File: src/rtl/sar_ctrl_pkg.sv
package sar_ctrl_pkg;
  typedef enum logic [1:0] {
    SW_CM = 2'b00,
    SW_DN = 2'b01,
    SW_UP = 2'b10
  } sw_code_e;
endpackage

File: src/rtl/sar_therm_dec.sv
module sar_therm_dec #(
  parameter int W = 3,
  localparam int PW = $clog2(W + 1)
) (
  input  logic [W-1:0]  therm_i,
  output logic [PW-1:0] pair_o,
  output logic          bubble_o
);
  always_comb begin
    pair_o = '0;
    for (int i = 0; i < W; i++) pair_o = pair_o + PW'(therm_i[i]);
  end
  // monotone codes have the form 2^k-1
  assign bubble_o = (therm_i & (therm_i + W'(1))) != '0;
endmodule

File: src/rtl/sar_chan.sv
module sar_chan
  import sar_ctrl_pkg::*;
#(
  parameter int NUM_STEPS = 4,
  localparam int RES = 1 + 2 * NUM_STEPS
) (
  input  logic           clk_i,
  input  logic           rst_ni,
  input  logic           conv_i,
  input  logic           fb_valid_i,
  input  logic           fb_bit_i,
  input  logic           step_i,
  input  logic [1:0]     pair_i,
  output logic [2*RES-1:0] sw_o,
  output logic           done_o,
  output logic [RES-1:0] word_o
);
  localparam int CW = $clog2(NUM_STEPS + 1);

  logic           conv_q;
  logic [RES-1:0] bits_q, mask_q, bits_d, mask_d;
  logic [CW-1:0]  cnt_q;
  logic           take, enter_smp;
  int             hi;

  assign take      = conv_i && step_i && (cnt_q != CW'(NUM_STEPS));
  assign enter_smp = conv_q && !conv_i;
  assign done_o    = take && (cnt_q == CW'(NUM_STEPS - 1));
  assign word_o    = bits_d;

  always_comb begin
    bits_d = bits_q;
    mask_d = mask_q;
    hi     = RES - 2 - 2 * int'(cnt_q);
    if (take) begin
      for (int i = 0; i < RES; i++) begin
        if (i == hi) begin
          bits_d[i] = pair_i[1];
          mask_d[i] = 1'b1;
        end else if (i == hi - 1) begin
          bits_d[i] = pair_i[0];
          mask_d[i] = 1'b1;
        end
      end
    end
  end

  always_ff @(posedge clk_i or negedge rst_ni) begin
    if (!rst_ni) begin
      conv_q <= 1'b0;
      bits_q <= '0;
      mask_q <= '0;
      cnt_q  <= '0;
    end else begin
      conv_q <= conv_i;
      if (enter_smp) begin
        bits_q <= '0;
        mask_q <= '0;
        cnt_q  <= '0;
      end else if (take) begin
        bits_q <= bits_d;
        mask_q <= mask_d;
        cnt_q  <= cnt_q + CW'(1);
      end
      if (!conv_i && fb_valid_i) begin
        bits_q[RES-1] <= fb_bit_i;
        mask_q[RES-1] <= 1'b1;
      end
    end
  end

  for (genvar g = 0; g < RES; g++) begin : g_grp
    assign sw_o[2*g+:2] = (conv_i && mask_q[g]) ? (bits_q[g] ? SW_UP : SW_DN) : SW_CM;
  end
endmodule

File: src/rtl/sar_pingpong_ctrl.sv
module sar_pingpong_ctrl #(
  parameter int NUM_STEPS = 4,
  parameter int THERM_W = 3,
  localparam int RES = 1 + 2 * NUM_STEPS
) (
  input  logic               clk_i,
  input  logic               rst_ni,
  input  logic               chan_sel_i,
  input  logic               fb_valid_i,
  input  logic               fb_bit_i,
  input  logic               step_i,
  input  logic [THERM_W-1:0] therm_i,
  output logic [2*RES-1:0]   dac_sw0_o,
  output logic [2*RES-1:0]   dac_sw1_o,
  output logic [RES-1:0]     result_o,
  output logic               result_chan_o,
  output logic               result_valid_o,
  output logic               bubble_err_o
);
  localparam int PW = $clog2(THERM_W + 1);

  logic [PW-1:0]    pair;
  logic             bubble;
  logic [2*RES-1:0] sw   [2];
  logic [RES-1:0]   word [2];
  logic [1:0]       done;

  sar_therm_dec #(.W(THERM_W)) u_dec (
    .therm_i (therm_i),
    .pair_o  (pair),
    .bubble_o(bubble)
  );

  for (genvar c = 0; c < 2; c++) begin : g_ch
    sar_chan #(.NUM_STEPS(NUM_STEPS)) u_chan (
      .clk_i     (clk_i),
      .rst_ni    (rst_ni),
      .conv_i    (chan_sel_i == 1'(c)),
      .fb_valid_i(fb_valid_i),
      .fb_bit_i  (fb_bit_i),
      .step_i    (step_i),
      .pair_i    (pair[1:0]),
      .sw_o      (sw[c]),
      .done_o    (done[c]),
      .word_o    (word[c])
    );
  end

  assign dac_sw0_o = sw[0];
  assign dac_sw1_o = sw[1];

  always_ff @(posedge clk_i or negedge rst_ni) begin
    if (!rst_ni) begin
      result_o       <= '0;
      result_chan_o  <= 1'b0;
      result_valid_o <= 1'b0;
      bubble_err_o   <= 1'b0;
    end else begin
      result_valid_o <= |done;
      if (done[1]) begin
        result_o      <= word[1];
        result_chan_o <= 1'b1;
      end else if (done[0]) begin
        result_o      <= word[0];
        result_chan_o <= 1'b0;
      end
      if (step_i && bubble) bubble_err_o <= 1'b1;
    end
  end
endmodule

File: config.mk
export PLATFORM = sky130hd
export DESIGN_NAME = sar_pingpong_ctrl
export DESIGN_NICKNAME = d
export VERILOG_FILES = /design/src/rtl/sar_ctrl_pkg.sv /design/src/rtl/sar_therm_dec.sv /design/src/rtl/sar_chan.sv /design/src/rtl/sar_pingpong_ctrl.sv
export SDC_FILE = /design/constraint.sdc
export NUM_CORES = 1
export LEC_CHECK = 0
export BUFFER_PORTS_ARGS = -buffer_cell sky130_fd_sc_hd__buf_2
export CAP_MARGIN = 20
export CORE_MARGIN = 2
export CORE_UTILIZATION = 54
export DETAILED_ROUTE_END_ITERATION = 10
export GPL_TIMING_DRIVEN = 0
export PLACE_DENSITY = 0.9
export SYNTH_ARGS = -nofsm -noshare
export SYNTH_HDL_FRONTEND = slang
export SYNTH_SLANG_ARGS = --single-unit
File: constraint.sdc
create_clock -name clk_i -period 2.42 [get_ports clk_i]
set_clock_uncertainty 0.1 [all_clocks]
set_input_delay 0.363 -clock clk_i [delete_from_list [all_inputs] [get_ports clk_i]]
set_output_delay 0.363 -clock clk_i [all_outputs]
set_load 0.05 [all_outputs]
Yosys cells after proc, flatten, opt, wreduce, memory -nomap -nowiden
Index checks and enable logic that the tools add are counted.

cells by class
  $add $sub $neg = 9
  equal/unequal tests = 36
  mux-type cells = 130
  bitwise operators = 2
  reductions and logical operators = 77

operator list
  kind                                                  number
  equality test 4 x 32 -> 1 bit (first input constant)  16
  equality test 3 x 32 -> 1 bit (first input constant)  8
  equality test 2 x 32 -> 1 bit (first input constant)  4
  equality test 5 x 32 -> 1 bit (first input constant)  4
  zero test 32 bit                                      4
  two-way mux 9 bit                                     12
  two-way mux 1 bit                                     78
  two-way mux 2 bit                                     36
  subtractor 32 x 2 -> 32 bit (second input constant)   2
  nonzero test 3 bit                                    19
  AND reduction 2 bit                                   18
  logical AND 1 bit                                     29
  two-way mux 3 bit                                     4
  subtractor 3 x 4 -> 5 bit (first input constant)      2
  adder 3 x 1 -> 3 bit (second input constant)          3
  nonzero test 4 bit                                    2
  equality test 3 x 2 -> 1 bit (second input constant)  2
  inequality test 3 bit (second input constant)         2
  nonzero test 2 bit                                    3
  AND 3 bit                                             1
  adder 1 x 1 -> 2 bit                                  1
  adder 2 x 1 -> 2 bit                                  1
  OR reduction 2 bit                                    1
  zero test 1 bit                                       1
  inverter 1 bit                                        1

word-level totals
  register bits after elaboration = 56
  bits of input ports = 9

Longest topological paths before layout
  depth in word-level cells = 9
  mapped depth = 8
  depth with buffers taken out = 6

Cells and area by module
From an unflattened synthesis, not the netlist that was laid out.

unflattened totals
  cell total of the unflattened synthesis = 330
  area total of the unflattened synthesis = 2927.8 µm²

by module, submodules not included
  module             times used  cells each  area an instance (µm²)
  sar_chan           2           140         1187.4
  sar_pingpong_ctrl  1           47          519.2
  sar_therm_dec      1           3           33.8

Worst setup path before layout
No wires, ideal clock.

  path kind = in2out
  from = input port chan_sel_i
  to = output port dac_sw0_o[0]
  arrival time = 2.009 ns
  data required time = 1.957 ns
  slack = -0.052 ns
  stages on the path = 4
  buffers on the path = 3
  cell sequence = buf_4 buf_2 buf_2 nor3b_1

between the ends
  longest elaborated chain between the ends = 3

RTL lines
  what                RTL line                 text
  start: declaration  sar_pingpong_ctrl.sv:8   input logic chan_sel_i,
  inverter 1 bit      sar_pingpong_ctrl.sv:38  .conv_i (chan_sel_i == 1'(c)),
  logical AND 1 bit   sar_chan.sv:73           assign sw_o[2*g+:2] = (conv_i && mask_q[g]) ? (bits_q[g] ? SW_UP : SW_DN) : SW_CM;
  two-way mux 2 bit   sar_chan.sv:73
  end: declaration    sar_pingpong_ctrl.sv:13  output logic [2*RES-1:0] dac_sw0_o,

No other way between the ends.

Worst setup path after layout
  from = input port chan_sel_i
  to = output port dac_sw0_o[14]

between the ends
  longest elaborated chain between the ends = 3

RTL lines
  what                             RTL line                 text
  inverter 1 bit                   sar_pingpong_ctrl.sv:38
  named net g_ch[0].u_chan.conv_i  sar_chan.sv:9            input logic conv_i,
  logical AND 1 bit                sar_chan.sv:73
  two-way mux 2 bit                sar_chan.sv:73

The timed path passes the listed nets, and every way through them passes these cells.

==> results.yml <==
outcome:
  outcome: "completed"
worst_setup_path:
  critical_path_class: "in2out"
  r2r-start: "g_ch[1].u_chan.cnt_q[2]"
  endpoint_kind: "primary output"
  rr_worst_depth: 7
  crit_start: "chan_sel_i"
  arrival_ns: 1.80
  path_common_cell: "buf_2"
  slowest_stage: "clkbuf_1"
  crit_fanout: 10
  cpPeakStageDelay_ns: 0.44
  startpoint_type: "primary input"
  crit_chain: "buf_2, buf_4, inv_1, clkbuf_1, nand2_1, nor2_1, buf_2"
  required_ns: 1.96
die:
  core_um2: 4720
  die_h_um: 73.9
  fp.dieW_um: 73.9
  rows: 25
  start_util_pct: 55.8
  ios: 57
  dieArea_um2: 5450
placed_design:
  place.port_buffers: 56
  dp.final_hpwl_um: 4520
  place_ws_ns: 0.163
  gp_congestion: 0.886
timing:
  fmax_mhz: 441
  period_needed_ns: 2.27
  hold_violations: 0
  worst_pin_slew_ns: 0.522
  setup_viol: 0
  finalHoldWorstSlack_ns: 0.0944
  rsz0062_at_grt: "no"
  fin_ws_ns: 0.155
  period_share_pct: 93.6
  slew_violations: 0
  fin_setup_tns_ns: 0
  slew_headroom_pct: 65.2
finish:
  final_common_cell: "buf_2"
  nets: 363
  diodes: 0
  drive_gt1_share_pct: 25.3
  layout_common_cells: "buf_2, dfrtp_1, nor2_1, nand2_1, and3_1"
  area_growth_pct: 19.3
  final_core_util_pct: 66.6
  fill_cells: 379
route:
  viasPerCell: 5.60
  first_pass_iters: 4
  ant_nets: 0
  drc: 0
  wl_per_cell_um: 15.3
  first_iter_violations: 204
  num_vias: 2301
  wirelength_um: 6300
logic_synthesis:
  synthXorXnorAreaFrac_pct: 0.332
  synth-seq-cells: 49
  synth_warnings: 0
  ys_seq_area_share_pct: 46.5
  ys_types: 43
  synth_area_um2: 2640
  synth.avg_cell_area_um2: 9.48
  synthAdderAreaFrac_pct: 5.51
  syn_nets: 298
  synth_top_family_by_area: "simple AND/OR/NAND/NOR gates"
  synthMuxAreaShare_pct: 4.27
  synth_simple_gate_area_share_pct: 22.5
  synth_compound_area_share_pct: 16.4
  synthCells: 278
  synthTopCellsByArea: "dfrtp_1, nor2_1, ha_1, and3_1, nand2_1"
  synth_top_area_cell: "dfrtp_1"
  post-synth-top-area-fraction_pct: 46.5
worst_hold_path:
  hold_path_class: "in2reg"
  hold_path_depth: 1
  worstHoldStart: "chan_sel_i"
grt:
  grt_pass1_wl_um: 10300
  overflow: 0
  antenna_found_initial: 0
  grt_pass1_vias: 2121
  grt_util_all_layers_pct: 25.0
  grt_max_degree: 50
clock_tree:
  postCtsSetupBuffers: 0
  cts_root_buf: "clkbuf_8"
  cts_made_buffers: 5
  postCtsHoldBufs: 0
  cts.path.max_buffers: 2
  cts_tree: "yes"
  cts_resized: 0
  cts_htree_levels: 2
  clk_latency_ns: 0.31
  clkTransAtPathRegs_ns: 0.09
  clock_sinks: 49
power_and_ir_drop:
  comb_power_share_pct: 40.5
  p_int_mw: 1.67
  p_per_area_nw_per_um2: 934
  power_frac_seq_pct: 39.1
  switching_share_pct: 43.1
  clkPwrFrac_pct: 20.4
  ir_worst_vdd_v: 0.000504
  p_sw_mw: 1.27
  p_leak_nw: 1.69
run:
  drv_cap: 0
-- metrics by stage --
stage | power (mW) | cells | instance area [um^2]
final | 2.94 | 411 | 3140
after global routing | 3.10 | 411 | 3140
after CTS | 2.93 | 409 | 3110
after detailed placement | 2.34 | 401 | 3000
after global placement | 2.29 | 401 | 3000
after floorplan | 2.04 | 278 | 2640
-- cells in the mapped netlist (all sizes together) --
| cell type | count |
|---|---|
| and3 | 19 |
| o21ai | 11 |
| buf | 8 |
| fa | 1 |
| nor3b | 3 |
| a221o | 1 |
| mux2 | 4 |
| inv | 10 |
| nand2 | 29 |
| nor2b | 9 |
| a22o | 4 |
| clkbuf | 7 |
| nand3b | 1 |
| and2 | 3 |
| ha | 10 |
| xnor2 | 1 |
| dfrtp | 49 |
| a21o | 3 |
| nand3 | 12 |
| and2b | 2 |
| a31oi | 1 |
| nor2 | 40 |
| a31o | 3 |
| mux2i | 6 |
| a21oi | 19 |
| nand2b | 4 |
| o2bb2ai | 2 |
| a22oi | 5 |
| a211oi | 1 |
| o22ai | 1 |
| o221ai | 1 |
| a32o | 3 |
| a32oi | 3 |
| o211ai | 2 |
-- registers in the layout, indices dropped and copies added (netlist names) --
name / cells
g_ch.u_chan.mask_q: 11
g_ch.u_chan.conv_q: 2
result_valid_o: 1
result_chan_o: 1
bubble_err_o: 1
result_o: 9
g_ch.u_chan.cnt_q: 6
g_ch.u_chan.bits_q: 18
-- worst paths after layout --
path                                                 end  slack (ns)
worst max-delay path                       dac_sw0_o[14]        0.15
worst min-delay path               g_ch[1].u_chan.conv_q        0.09
worst max register to register               result_o[1]        0.28
worst min register to register              bubble_err_o        0.37
max in group asynchronous                   bubble_err_o        1.44
min in group asynchronous       g_ch[1].u_chan.mask_q[0]        0.32
-- logic make-up after synthesis --
| group | after synthesis |
|---|---|
| mux | 10 |
| fa+ha+maj | 11 |
| compound gates | 60 |
| buf+inv | 25 |
| flops | 49 |
| simple gates | 122 |
| xor+xnor | 1 |
-- power groups by stage --
stage / Clock (mW) / Combinational (mW) / Sequential, mW
after floorplan: 0 / 0.671 / 1.37
after global routing: 0.638 / 1.29 / 1.17
final: 0.599 / 1.19 / 1.15
after global placement: 0 / 1.14 / 1.15
after detailed placement: 0 / 1.18 / 1.16
after CTS: 0.598 / 1.19 / 1.14
-- layer usage --
metal  up-vias  routed length [um]  GRT usage [%]
met5         -                   0              0
met4         0                  63           6.46
met3         8                 343           6.04
met2        74                3050           38.8
met1      1128                2840           35.2
li1       1091                   -              -
-- area by class of cell --
| cell class | instances | area, um^2 | area share, % |
|---|---|---|---|
| Buffer | 15 | 78.8 | 2.51 |
| Clock buffer | 5 | 68.8 | 2.19 |
| Clock inverter | 3 | 46.3 | 1.47 |
| Inverter | 10 | 37.5 | 1.19 |
| Multi-Input combinational cell | 204 | 1290 | 41.1 |
| Sequential cell | 49 | 1230 | 39.0 |
| Tap cell | 67 | 83.8 | 2.67 |
| Timing Repair Buffer | 58 | 310 | 9.87 |
-- critical path, delay by kind of cell --
| family | cells | cell delay, ns |
|---|---|---|
| AND/OR/NAND/NOR | 2 | 0.24 |
| buffers and inverters | 5 | 1.20 |
Note: power is estimated with default switching activity, not from simulation.
